`config.mk`:
```
export PLATFORM = sky130hd
export DESIGN_NAME = dual_pio
export DESIGN_NICKNAME = d
export VERILOG_FILES = /design/src/rtl/dual_pio_pkg.sv /design/src/rtl/dual_pio_ctrl.sv /design/src/rtl/dual_pio_data.sv /design/src/rtl/dual_pio.sv
export SDC_FILE = /design/constraint.sdc
export NUM_CORES = 1
export LEC_CHECK = 0
export BUFFER_PORTS_ARGS = -buffer_cell sky130_fd_sc_hd__buf_2
export CORE_MARGIN = 4
export CORE_UTILIZATION = 43
export DETAILED_ROUTE_END_ITERATION = 8
export GPL_TIMING_DRIVEN = 0
export PLACE_DENSITY = 0.74
export SLEW_MARGIN = 20
export SYNTH_ARGS = -nofsm -noshare
export SYNTH_HDL_FRONTEND = slang
export SYNTH_SLANG_ARGS = --single-unit
```
`constraint.sdc`:
```
create_clock -name clk -period 1.42 [get_ports clk]
set_input_delay 0.071 -clock clk [delete_from_list [all_inputs] [get_ports clk]]
set_output_delay 0.071 -clock clk [all_outputs]
set_load 0.005 [all_outputs]
```
`src/rtl/dual_pio_pkg.sv`:
```
package dual_pio_pkg;
  localparam int GROUPS = 2;
  localparam int PORTS = 3;
  localparam int REGS_PER_GROUP = 4;
  localparam int PORT_W = 8;
  localparam int LINES = GROUPS * PORTS * PORT_W;
  localparam logic [6:0] CFG_RESET = 7'h1B;

  typedef struct packed {
    logic [GROUPS-1:0][PORTS-1:0] portWr;
    logic [GROUPS-1:0] cfgLoad;
    logic [GROUPS-1:0] drvOn;
    logic [GROUPS-1:0][REGS_PER_GROUP-1:0] rdSel;
    logic [PORT_W-1:0] data;
  } pioStrobe_t;
endpackage

```
`src/rtl/dual_pio_ctrl.sv`:
```
module dual_pio_ctrl
  import dual_pio_pkg::*;
#(
  parameter int ADDR_W = 4
) (
  input  logic [ADDR_W-1:0] addr,
  input  logic wrEn,
  input  logic rdEn,
  input  logic [PORT_W-1:0] wrData,
  output pioStrobe_t strobe
);
  always_comb begin
    strobe = '0;
    strobe.data = wrData;
    for (int g = 0; g < GROUPS; g++) begin
      for (int r = 0; r < REGS_PER_GROUP; r++) begin
        if (addr == ADDR_W'(g * REGS_PER_GROUP + r)) begin
          strobe.rdSel[g][r] = rdEn;
          if (r < PORTS) begin
            strobe.portWr[g][r] = wrEn;
          end else begin
            strobe.cfgLoad[g] = wrEn && wrData[PORT_W-1];
            strobe.drvOn[g] = wrEn && (wrData == '0);
          end
        end
      end
    end
  end
endmodule

```
`src/rtl/dual_pio_data.sv`:
```
module dual_pio_data
  import dual_pio_pkg::*;
#(
  parameter int SYNC_STAGES = 2
) (
  input  logic clk,
  input  logic rst,
  input  pioStrobe_t strobe,
  input  logic [LINES-1:0] pinIn,
  output logic [LINES-1:0] pinOut,
  output logic [LINES-1:0] pinOe,
  output logic [PORT_W-1:0] rdData
);
  localparam int HALF = PORT_W / 2;

  logic [LINES-1:0] syncPipe [SYNC_STAGES];
  logic [LINES-1:0] pinSync;
  logic [LINES-1:0] inMask;
  logic [6:0] cfgWord [GROUPS];
  logic [GROUPS-1:0] triState;

  always_ff @(posedge clk) begin
    if (rst) begin
      for (int s = 0; s < SYNC_STAGES; s++) syncPipe[s] <= '0;
    end else begin
      syncPipe[0] <= pinIn;
      for (int s = 1; s < SYNC_STAGES; s++) syncPipe[s] <= syncPipe[s-1];
    end
  end
  assign pinSync = syncPipe[SYNC_STAGES-1];

  for (genvar g = 0; g < GROUPS; g++) begin : gGroup
    localparam int BASE = g * PORTS * PORT_W;

    always_ff @(posedge clk) begin
      if (rst) begin
        cfgWord[g] <= CFG_RESET;
        triState[g] <= 1'b0;
      end else if (strobe.cfgLoad[g]) begin
        cfgWord[g] <= strobe.data[6:0];
        triState[g] <= 1'b1;
      end else if (strobe.drvOn[g]) begin
        triState[g] <= 1'b0;
      end
    end

    for (genvar p = 0; p < PORTS; p++) begin : gPort
      always_ff @(posedge clk) begin
        if (rst) pinOut[BASE + p*PORT_W +: PORT_W] <= '0;
        else if (strobe.portWr[g][p]) pinOut[BASE + p*PORT_W +: PORT_W] <= strobe.data;
      end
    end

    assign inMask[BASE +: PORT_W] = {PORT_W{cfgWord[g][4]}};
    assign inMask[BASE + PORT_W +: PORT_W] = {PORT_W{cfgWord[g][1]}};
    assign inMask[BASE + 2*PORT_W +: HALF] = {HALF{cfgWord[g][0]}};
    assign inMask[BASE + 2*PORT_W + HALF +: HALF] = {HALF{cfgWord[g][3]}};
    assign pinOe[BASE +: PORTS*PORT_W] =
      ~inMask[BASE +: PORTS*PORT_W] & {PORTS*PORT_W{~triState[g]}};
  end

  always_comb begin
    rdData = '0;
    for (int g = 0; g < GROUPS; g++) begin
      for (int r = 0; r < REGS_PER_GROUP; r++) begin
        if (strobe.rdSel[g][r]) begin
          if (r < PORTS) begin
            for (int b = 0; b < PORT_W; b++) begin
              rdData[b] |= inMask[(g*PORTS + r)*PORT_W + b]
                         ? pinSync[(g*PORTS + r)*PORT_W + b]
                         : pinOut[(g*PORTS + r)*PORT_W + b];
            end
          end else begin
            rdData |= {triState[g], cfgWord[g]};
          end
        end
      end
    end
  end
endmodule

```
`src/rtl/dual_pio.sv`:
```
module dual_pio
  import dual_pio_pkg::*;
#(
  parameter int ADDR_W = 4,
  parameter int SYNC_STAGES = 2
) (
  input  logic clk,
  input  logic rst,
  input  logic [ADDR_W-1:0] addr,
  input  logic wrEn,
  input  logic [7:0] wrData,
  input  logic rdEn,
  output logic [7:0] rdData,
  input  logic [47:0] pinIn,
  output logic [47:0] pinOut,
  output logic [47:0] pinOe
);
  pioStrobe_t strobe;

  dual_pio_ctrl #(.ADDR_W(ADDR_W)) uCtrl (
    .addr(addr), .wrEn(wrEn), .rdEn(rdEn), .wrData(wrData), .strobe(strobe)
  );

  dual_pio_data #(.SYNC_STAGES(SYNC_STAGES)) uData (
    .clk(clk), .rst(rst), .strobe(strobe), .pinIn(pinIn),
    .pinOut(pinOut), .pinOe(pinOe), .rdData(rdData)
  );
endmodule

```
Word-level counts from Yosys, hierarchy flattened

Memories as Yosys holds them, arrays and structs flattened.
Cells that the tools add are included.

Register bits: 50
Output and inout bits: 104
Bits in writable memories: 110
Memories kept: 2
Word-level logic and storage cells: 166
Input bits: 64

Memory list:

| memory         | words | bits a word | rd ports | clocked after Yosys merged registers in | write ports | line                | source |
|---|---|---|---|---|---|---|---|
| uData.syncPipe | 2     | 48          | 2        | 0                                       | 2           | dual_pio_data.sv:16 | `logic [LINES-1:0] syncPipe [SYNC_STAGES];` |
| uData.cfgWord  | 2     | 7           | 2        | 0                                       | 2           | dual_pio_data.sv:19 | `logic [6:0] cfgWord [GROUPS];` |

Equality and inequality tests: 7
Bitwise gates (word level): 52
Reductions and logical operators: 6
Muxes and demuxes: 91

Operator list:

| operator           | count |
|---|---|
| $mux 48            | 2 |
| $mux 1             | 79 |
| $mux 8             | 8 |
| $and 24x24->24     | 2 |
| $not 24->24        | 2 |
| $or 1x1->1         | 44 |
| $eq 4x3->1 const B | 4 |
| $or 8x8->8         | 2 |
| $mux 7             | 2 |
| $eq 4x2->1 const B | 2 |
| $logic_not 8->1    | 1 |
| $eq 4x1->1 const B | 1 |
| $logic_not 4->1    | 1 |
| $reduce_bool 2->1  | 2 |
| $logic_and 1x1->1  | 2 |
| $not 1->1          | 2 |

Longest topological paths before layout

Gate-level depths: netlist (run 1).

Depth in word-level cells: 17
Depth in mapped cells: 6
Depth with buffers taken out: 4

Cells and area by module

Synthesis (run 1) repeated with hierarchy kept, for this count alone.

Cells, all modules: 578
Area total of the unflattened synthesis: 6301.0 sq um

By module, submodules not included:

| module        | seq. area each (sq um) | times used | area each (sq um) | cells an instance |
|---|---|---|---|---|
| dual_pio_data | 3343.2                 | 1          | 6052.1            | 539 |
| dual_pio_ctrl | 0.0                    | 1          | 249.0             | 39 |

Least setup slack after synthesis (run 1)

Ideal clock, no wire load.

Path type: reg-to-output
Start point: memory uData.cfgWord[1][4]
End point: output port rdData[7]
Setup slack: -0.121 ns
Stages on the path, launching flop included: 5
Buffers on the path: 1
Data required time: 1.349 ns
Arrival: 1.470 ns
Path through: edfxtp_1 > clkbuf_1 > mux2i_1 > o21ai_0 > or4_1

RTL lines:

| what        | line                | source |
|---|---|---|
| from (decl) | dual_pio_data.sv:19 |  |
| to (decl)   | dual_pio.sv:13      | `output logic [7:0] rdData,` |

==> results.json, run 1 <==
{
  "status": "finished with violations",
  "violations": "setup timing",
  "period_needed_ns": 2.14,
  "portBuffers": 158,
  "skew_ns": 0.0178,
  "leakage_nw": 3.95,
  "cts_tree": "yes",
  "critPathBufInv": 2,
  "drive_gt1_share_pct": 38.5,
  "io_pins": 168,
  "grt_max_degree": 17,
  "cp_max_fo": 5,
  "yosys-top-cells-area": "dfxtp_1 (46%), mux2i_1 (15%), nor2b_1 (9.5%)",
  "yosysMostFrequentCell": "dfxtp_1",
  "die_x_um": 129,
  "gp_congestion": 0.972,
  "path_class": "reg -> out",
  "synth_commonest_cells": "dfxtp_1 (146), nor2b_1 (96), mux2i_1 (95), nor2_1 (56), buf_4 (42)",
  "grt-ovfl-total": 0,
  "pwr_density_cell_nw_per_um2": 1190,
  "synth_flop_cell": "dfxtp_1",
  "clk_pin_slew_ns": 0.06,
  "drt_iter0_drc": 357,
  "required_ns": 1.35,
  "start_util_pct": 44.7,
  "dieHeight_um": 129,
  "setup_violations": 38,
  "async_flop_share_pct": 0,
  "cp.depth": 5,
  "critPathMaxStageDelay_ns": 0.56,
  "dp_cells": 934,
  "cts.sinks": 160,
  "timing.final.crit_share_pct": 150,
  "critPathArrivalTime_ns": 2.06,
  "cts_inserted_buffers": 17,
  "ys_seq_area_share_pct": 53.1,
  "clk_latency_ns": 0.42,
  "dp_hpwl_mm": 12.7,
  "hold_class": "in -> reg",
  "crit_slowest_cell": "or4_4",
  "synth_cell_types": 36,
  "avgSynthCellArea_um2": 10.6,
  "fin_hold_ws_ns": 0.0389,
  "synth_top_area_share_pct": 46.4,
  "grt_pass1_wl_mm": 27.2,
  "crit_path_start_kind": "flop",
  "ys_ff_latch": 160,
  "grt_pass1_vias": 4946,
  "finish.net_count": 892,
  "nFillCells": 1106,
  "reg2reg_depth": 1,
  "antenna_found_initial": 0,
  "synth_nets": 660,
  "synth_top_cell_by_area": "dfxtp_1",
  "path_cells": "buf_4 > mux2i_1 > o22ai_1 > or4_4 > buf_6",
  "cap_violations": 0,
  "antenna_cells": 0,
  "core-area_um2": 14100,
  "setup_ws_ns": -0.715,
  "reg2reg_setup_slack_ns": 0.67,
  "ir_worst_vdd_uv": 653,
  "relSlewSlack_pct": 51.2,
  "drc": 0,
  "cts_root_buf": "clkbuf_16",
  "viasPerCell": 4.90,
  "rsz0062_at_grt": "yes",
  "critPathCaptureType": "output port",
  "synth_edf_count": 14,
  "post_drt_wl_per_cell_um": 17.8,
  "drt_wl_total_mm": 18.2,
  "ys_warn_count": 0,
  "drv_slew": 0,
  "holdPathStages": 3,
  "dr_total_vias": 4996,
  "cts_max_level": 4,
  "drt-pass1-iter-count": 4,
  "fmax_ghz": 0.468,
  "stdcell_count": 1020,
  "synth_cells": 596,
  "num_rows": 43,
  "crit_family": "simple AND/OR/NAND/NOR gates",
  "drtAntennaViolNets": 0,
  "post-place-ws_ns": -0.449,
  "areaGrowthSynthToFinish_pct": 42.5,
  "tns_ns": -8.89,
  "final_hold_viol_count": 0,
  "grt_use_total_pct": 21.9,
  "cts.path.max_buffers": 2,
  "tightest_slew_ns": 0.733,
  "syn_area_um2": 6300,
  "dieArea_um2": 16600
}
## path summary, 6_finish.rpt
| path | from | to |
|---|---|---|
| hold reg to reg | uData.syncPipe[0][25]$_SDFF_PP0_ | uData.syncPipe[0][73]$_SDFF_PP0_ |
| hold / removal | wrData[7] | uData.pinOut[7]$_SDFFE_PP0P_ |
| setup reg to reg | uData.triState[1]$_SDFFE_PP0P_ | uData.triState[1]$_SDFFE_PP0P_ |
| setup / recovery | uData.cfgWord[0][1]$_SDFFCE_PN1P_ | rdData[0] |
## routing by layer
layer | wire [um] | global-route usage, % | vias to the layer above
li1 | - | - | 2427
met4 | 299 | 7.10 | 0
met2 | 9090 | 37.1 | 197
met5 | 0 | 0 | -
met1 | 7330 | 26.7 | 2350
met3 | 1460 | 6.84 | 22
## where the power goes
group	leakage [nW]	switching, mW	internal (mW)
Clock	0.306	1.81	2.98
Combinational	2.31	0.494	0.582
Sequential	1.34	0.0706	4.72
Total	3.95	2.37	8.28
## layout make-up
class	instances	area [um2]	share of cell area (%)
buffer	78	543	6.05
inverter	1	3.75	0.0418
sequential	160	3350	37.3
clock inverter	10	146	1.63
multi-input combinational	354	2820	31.4
tap	180	225	2.51
clock buffer	21	482	5.37
timing repair buffer	216	1410	15.7
## metrics by stage
| stage | total power, mW | util, % | instance area [um2] |
|---|---|---|---|
| after floorplan | 5.37 | - | 6300 |
| after global placement | 5.70 | 51.9 | 7320 |
| after detailed placement | 5.71 | 51.9 | 7320 |
| after CTS | 10.7 | 62.9 | 8870 |
| after global routing | 11.0 | 63.7 | 8970 |
| final | 10.7 | 63.7 | 8970 |
## tightest hold or removal path, stage by stage
cell,delay [ns]
buf_2,0.17
nand3_1,0.10
a21oi_1,0.06
## cell usage in the layout (no fill, tap or decap), types with 4 or more instances in the layout
master,netlist,routed
o22ai_1,24,13
mux2i_2,0,6
buf_6,4,18
dlygate4sd3_1,0,48
inv_6,0,4
clkbuf_1,21,16
nor2_1,56,48
mux2i_4,0,15
a21oi_1,8,8
nand2_1,15,15
edfxtp_1,14,14
or4_4,0,8
clkbuf_16,0,18
and2_1,6,6
mux2i_1,95,74
buf_4,42,47
buf_2,13,162
nor2b_1,96,96
nand3_1,11,11
nand2b_1,7,7
dfxtp_1,146,144
nor2_4,0,8
o22ai_2,0,10
## timing repair
item	in CTS	in global routing
hold endpoints to repair	48	0
setup buffers	7	2
endpoints found under the setup margin	56	52
pin swaps	11	8
gates cloned	2	0
hold buffers	48	0
gates resized for setup	78	28
## logic make-up after synthesis
kind of cell,count (synthesis),synth area share (%)
and+or+nand+nor,223,20.2
AOI/OAI and AO/OA,36,3.46
muxes,95,15.1
buffers and inverters,82,8.13
DFF,160,53.1
## state kept, by name, indices dropped and copies added (netlist names)
signal          cells
uData.syncPipe     96
uData.pinOut       48
uData.cfgWord      14
uData.triState      2
Note: power is estimated with default switching activity, not from simulation.
==> run 2, diff against run 1 <==
BUFFER_PORTS_ARGS = unset   (was -buffer_cell sky130_fd_sc_hd__buf_2)
CTS_CLUSTER_DIAMETER = 40   (was unset)
DONT_BUFFER_PORTS = 1   (was unset)
PLACE_DENSITY = 0.64   (was 0.74)
==> run 2 against run 1 <==
Net effect: global-route usage down 0.41 points; critical path type unchanged; cell count decreased by 16%; critical endpoint is now rdData[2]; via count decreased by 11%; the run still ends with setup timing left; worst hold slack better by 0.0037 ns; largest cell class unchanged; clock power about the same; highest routed layer unchanged.
==> results.json, run 2 (synthesis results as in run 1) <==
{
  "drt_wl_total_mm": 17.6,
  "dp_hpwl_mm": 12.8,
  "hold_path_startpoint": "wrData[7]",
  "place_area_um2": 6530,
  "drt-pass1-iter-count": 4,
  "rsz0062_at_grt": "yes",
  "num_rows": 43,
  "reg.largest.list": "uData.syncPipe (96), uData.pinOut (48), uData.cfgWord (14)",
  "cts.path.max_buffers": 2,
  "cts.sinks": 160,
  "nFillCells": 1212,
  "die_x_um": 129,
  "relSlewSlack_pct": 51.2,
  "drtAntennaViolNets": 0,
  "leakage_nw": 3.23,
  "holdPathStages": 3,
  "final_common_cell": "dfxtp_1",
  "reg2reg_depth": 1,
  "grt_use_total_pct": 21.5,
  "drive_gt1_share_pct": 23.5,
  "hold_class": "in -> reg",
  "gp_congestion": 0.941,
  "drc": 0,
  "setup_violations": 30,
  "portBuffers": 0,
  "cts_tree": "yes",
  "skew_ns": 0.00526,
  "period_needed_ns": 2.03,
  "grt-ovfl-total": 0,
  "required_ns": 1.35,
  "dieArea_um2": 16600,
  "io_pins": 168,
  "cts_max_level": 4,
  "grt_max_degree": 17,
  "fmax_ghz": 0.492,
  "dr_total_vias": 4434,
  "cap_violations": 0,
  "drt_iter0_drc": 249,
  "clk_latency_ns": 0.43,
  "critPathArrivalTime_ns": 1.96,
  "path_cells": "buf_12 > mux2i_2 > o22ai_1 > or4_4",
  "antenna_cells": 0,
  "reg2reg_setup_slack_ns": 0.68,
  "drv_slew": 0,
  "final_hold_viol_count": 0,
  "largest_reg_flops": 96,
  "path_class": "reg -> out",
  "ir_worst_vdd_uv": 807,
  "grt_pass1_vias": 4564,
  "crit_slowest_cell": "or4_4",
  "core-area_um2": 14100,
  "setup_ws_ns": -0.611,
  "critPathMaxStageDelay_ns": 0.57,
  "pwr_density_cell_nw_per_um2": 1300,
  "cp_max_fo": 10,
  "timing.final.crit_share_pct": 143,
  "critPathCaptureType": "output port",
  "cts_root_buf": "clkbuf_16",
  "clk_pin_slew_ns": 0.06,
  "viasPerCell": 5.16,
  "fin_area_um2": 8100,
  "dieHeight_um": 129,
  "cts_inserted_buffers": 17,
  "grt_pass1_wl_mm": 26.1,
  "areaGrowthSynthToFinish_pct": 28.6,
  "rr_endpoint": "uData.triState[1]$_SDFFE_PP0P_",
  "start_util_pct": 44.7,
  "stdcell_count": 860,
  "crit_path_start_kind": "flop",
  "finish.net_count": 731,
  "min_to": "uData.pinOut[7]$_SDFFE_PP0P_",
  "final_cell_mix": "dfxtp_1 (144), nor2b_1 (96), mux2i_1 (75), dlygate4sd3_1 (49), nor2_1 (48)",
  "tightest_slew_ns": 0.732,
  "dp_cells": 776,
  "regToRegStartpoint": "uData.triState[1]$_SDFFE_PP0P_",
  "status": "finished with violations",
  "post_drt_wl_per_cell_um": 20.4,
  "largest_register": "uData.syncPipe",
  "violations": "setup timing",
  "antenna_found_initial": 0
}
[run 2: changes by cell type in the layout (fill, tap and decap cells not counted), sizes merged]
cell | before | now
buf | 231 | 69
clkinv | 2 | 6
inv | 5 | 2
dlygate4sd3 | 48 | 49
[run 2: final cells by class]
class	count	area, um2	area share [%]
Buffer	78	568	7.01
Clock buffer	21	492	6.07
Clock inverter	11	151	1.87
Inverter	1	3.75	0.0463
Multi-Input combinational cell	354	2760	34.1
Sequential cell	160	3350	41.3
Tap cell	180	225	2.78
Timing Repair Buffer	55	554	6.84
[run 2: critical path: cells and delay by family, from the launching register on]
family,cells,cell delay [ns]
buffers and inverters,1,0.18
multiplexers,1,0.21
AO/OA/AOI/OAI,1,0.17
flip-flops,1,0.41
AND/OR/NAND/NOR,1,0.57
[run 2: through the flow]
| stage | TNS, ns | hold slack [ns] | util, % | power, mW | setup slack, ns |
|---|---|---|---|---|---|
| detailed placement | -3.55 | 0.205 | 46.3 | 5.56 | -0.382 |
| floorplan | -0.00993 | 0.199 | - | 5.37 | -0.00993 |
| global route | -8.60 | 0.0526 | 57.5 | 10.8 | -0.633 |
| global placement | -2.75 | 0.200 | 46.3 | 5.54 | -0.361 |
| finish | -6.53 | 0.0426 | 57.5 | 10.5 | -0.611 |
| CTS | -7.56 | 0.0186 | 56.9 | 10.5 | -0.600 |
[run 2: what timing repair did]
action	in CTS	in global routing
setup endpoints to repair	54	50
hold buffers	49	0
gates cloned	1	0
endpoints found under the hold margin	53	0
pin swaps	10	8
setup buffers	5	1
gates resized for setup	67	30
[run 2: report_power, final]
group          internal, mW  switching [mW]  total, mW
logic                 0.453           0.431      0.884
registers              4.72          0.0775       4.80
clock network          3.02            1.80       4.82
[run 2: per-layer routing]
layer | wire, um | global-route usage (%) | vias to the layer above
met5 | 0 | 0 | -
met4 | 455 | 7.78 | 0
met3 | 1740 | 8.74 | 37
met2 | 8850 | 36.9 | 181
met1 | 6540 | 24.2 | 2113
li1 | - | - | 2103
[run 2: how the worst max path moves through the flow]
stage	from	to	slack, ns	cells after the start
4_1_cts	uData.cfgWord[1][1]$_SDFFCE_PN1P_	rdData[1]	-0.60	5
5_1_grt	uData.cfgWord[1][1]$_SDFFCE_PN1P_	rdData[4]	-0.63	4
2_1_floorplan	uData.cfgWord[1][3]$_SDFFCE_PN1P_	rdData[7]	-0.01	4
6_report	uData.cfgWord[0][1]$_SDFFCE_PN1P_	rdData[2]	-0.61	4
3_3_place_gp	uData.cfgWord[1][1]$_SDFFCE_PN1P_	rdData[2]	-0.36	4
3_5_place_dp	uData.cfgWord[1][1]$_SDFFCE_PN1P_	rdData[2]	-0.38	4
==> run 3, diff against run 2 <==
ABC_AREA = 1   (was unset)
ABC_CLOCK_PERIOD_IN_PS = 1420   (was unset)
==> run 3 against run 2 <==
Net effect: clock skew grew 0.0014 ns; worst hold slack lost 0.0060 ns; highest routed layer unchanged; via count grew 34%; largest power group is now registers; synthesized cell count grew 56%; routed wire length grew 16%; largest cell class unchanged; the run still ends with setup timing left.
==> results.json, run 3 <==
{
  "largest_reg_flops": 96,
  "drt-pass1-iter-count": 5,
  "largest_register": "uData.syncPipe",
  "ir_worst_vdd_uv": 790,
  "areaGrowthSynthToFinish_pct": 29.4,
  "drtAntennaViolNets": 0,
  "p_sw_mw": 2.49,
  "regToRegStartpoint": "uData.triState[1]$_SDFFE_PP0P_",
  "pwr-share-seq_pct": 45.3,
  "reg2reg_depth": 4,
  "power_mw": 10.6,
  "rr_endpoint": "uData.triState[1]$_SDFFE_PP0P_",
  "critPathCaptureType": "output port",
  "grt_pass1_vias": 5289,
  "drt_iter0_drc": 600,
  "nFillCells": 1430,
  "final_hold_viol_count": 0,
  "dieArea_um2": 17700,
  "finish.net_count": 1077,
  "cp_max_fo": 5,
  "grt_pass1_wl_mm": 30.0,
  "gp_congestion": 0.920,
  "synth_flop_cell": "dfxtp_1",
  "cts_tree": "yes",
  "avgSynthCellArea_um2": 7.25,
  "yosysMostFrequentCell": "nand2_1",
  "synth_commonest_cells": "nand2_1 (244), dfxtp_1 (146), nor2_1 (133), inv_1 (129), nand3_1 (97)",
  "grt-ovfl-total": 0,
  "post_drt_wl_per_cell_um": 16.5,
  "antenna_found_initial": 0,
  "combPwrFrac_pct": 9.3,
  "tightest_slew_ns": 0.773,
  "reg2reg_setup_slack_ns": 0.48,
  "fmax_ghz": 0.588,
  "relSlewSlack_pct": 48.5,
  "skew_ns": 0.00667,
  "portBuffers": 0,
  "cts_max_level": 4,
  "core-area_um2": 15300,
  "final_cell_mix": "nand2_1 (202), dfxtp_1 (145), inv_1 (122), nor2_1 (116), nand3_1 (85)",
  "synth_edf_count": 14,
  "timing.final.crit_share_pct": 120,
  "synth_top_cell_by_area": "dfxtp_1",
  "cap_violations": 0,
  "syn_area_um2": 6720,
  "crit_path_start_kind": "flop",
  "pwr_density_cell_nw_per_um2": 1220,
  "viasPerCell": 4.81,
  "grt_max_degree": 17,
  "hold_class": "in -> reg",
  "yosys-top-cells-area": "dfxtp_1 (43%), nand2_1 (14%), nor2_1 (7.4%)",
  "synth_top_area_share_pct": 43.5,
  "ys_seq_area_share_pct": 49.7,
  "switching_share_pct": 23.4,
  "synth_cell_types": 23,
  "cts.sinks": 160,
  "period_needed_ns": 1.70,
  "antenna_cells": 0,
  "crit_start": "uData.cfgWord[1][1]$_SDFFCE_PN1P_",
  "reg.largest.list": "uData.syncPipe (96), uData.pinOut (48), uData.cfgWord (14)",
  "setup_violations": 47,
  "drt_wl_total_mm": 20.4,
  "required_ns": 1.35,
  "grt_use_total_pct": 22.4,
  "ys_ff_latch": 160,
  "dr_total_vias": 5952,
  "drc": 0,
  "violations": "setup timing",
  "final_common_cell": "nand2_1",
  "p_int_mw": 8.12,
  "die_x_um": 133,
  "cts_inserted_buffers": 17,
  "crit_path_end": "rdData[4]",
  "dp_hpwl_mm": 14.3,
  "drive_gt1_share_pct": 19.5,
  "setup_ws_ns": -0.282,
  "clk_latency_ns": 0.43,
  "dieHeight_um": 133,
  "num_rows": 45,
  "io_pins": 168,
  "async_flop_share_pct": 0,
  "path_class": "reg -> out",
  "clk_pin_slew_ns": 0.06,
  "cts.path.max_buffers": 2,
  "status": "finished with violations",
  "rsz0062_at_grt": "yes",
  "start_util_pct": 44.1,
  "synth_cells": 927,
  "fin_hold_ws_ns": 0.0365,
  "clkPwrFrac_pct": 45.4,
  "critPathArrivalTime_ns": 1.63,
  "leakage_nw": 3.99,
  "drv_slew": 0,
  "synth_nets": 991,
  "ys_warn_count": 0,
  "cts_root_buf": "clkbuf_16"
}
==> run 3: how the worst min path moves through the flow <==
stage / from / endpoint / slack [ns] / cells after the start
after floorplan: pinIn[0] / uData.syncPipe[0][0]$_SDFF_PP0_ / 0.18 / 2
after global placement: pinIn[22] / uData.syncPipe[0][22]$_SDFF_PP0_ / 0.18 / 2
after detailed placement: pinIn[37] / uData.syncPipe[0][37]$_SDFF_PP0_ / 0.18 / 2
after CTS: addr[1] / uData.triState[0]$_SDFFE_PP0P_ / 0.01 / 5
after global routing: wrData[0] / uData.pinOut[32]$_SDFFE_PP0P_ / 0.05 / 3
final: addr[1] / uData.triState[0]$_SDFFE_PP0P_ / 0.04 / 5
==> run 3: cells by family after synthesis <==
kind of cell / synth area share [%]
buffers and inverters: 15.0
and+or+nand+nor: 30.4
DFF: 49.7
AOI/OAI and AO/OA: 4.82
==> run 3: layout make-up <==
cell class / instances / area [um2] / area share [%]
Multi-Input combinational cell: 554 / 2640 / 30.4
Buffer: 83 / 638 / 7.34
Tap cell: 211 / 264 / 3.04
Inverter: 130 / 490 / 5.64
Clock buffer: 21 / 482 / 5.54
Sequential cell: 160 / 3340 / 38.5
Clock inverter: 11 / 149 / 1.71
Timing Repair Buffer: 67 / 687 / 7.90
==> run 3: critical path: stages (launching register included) <==
cell	delay, ns
edfxtp_1	0.52
buf_8	0.20
nand2_4	0.07
nand2_2	0.05
nand3_1	0.07
nand2_1	0.07
nor2_1	0.11
nand2_1	0.11
==> run 3: routing by layer <==
layer	wire length [um]	track usage [%]	vias up
met4	755	10.9	0
met1	7990	27.9	2673
met3	2070	6.31	49
met2	9540	35.9	276
met5	0	0	-
li1	-	-	2954
==> run 3: power by group through the flow <==
stage / combinational, mW / clock [mW] / sequential (mW)
6_report: 0.987 / 4.81 / 4.81
4_1_cts: 0.937 / 4.89 / 4.80
3_5_place_dp: 0.689 / 0 / 4.90
5_1_grt: 1.07 / 5.07 / 4.82
2_1_floorplan: 0.524 / 0 / 4.87
3_3_place_gp: 0.679 / 0 / 4.90
==> run 3: what timing repair did <==
action                                  4_1_cts  5_1_grt
hold endpoints to repair                     82        0
gates resized for setup                      88       52
gates cloned                                  2        1
buffers inserted                              8        3
pin swaps                                    29       35
hold buffers                                 53        0
endpoints found under the setup margin       52       51
==> run 3: stage by stage <==
| step | setup TNS (ns) | setup slack [ns] | area [um2] | utilization [%] | std cells |
|---|---|---|---|---|---|
| final | -6.58 | -0.282 | 8690 | 57.0 | 1237 |
| after floorplan | 0 | 0.196 | 6720 | - | 927 |
| after global placement | -0.194 | -0.0611 | 6990 | 45.8 | 1138 |
| after detailed placement | -0.640 | -0.0416 | 6990 | 45.8 | 1138 |
| after global routing | -9.82 | -0.331 | 8690 | 57.0 | 1237 |
| after CTS | -6.39 | -0.270 | 8490 | 55.6 | 1233 |
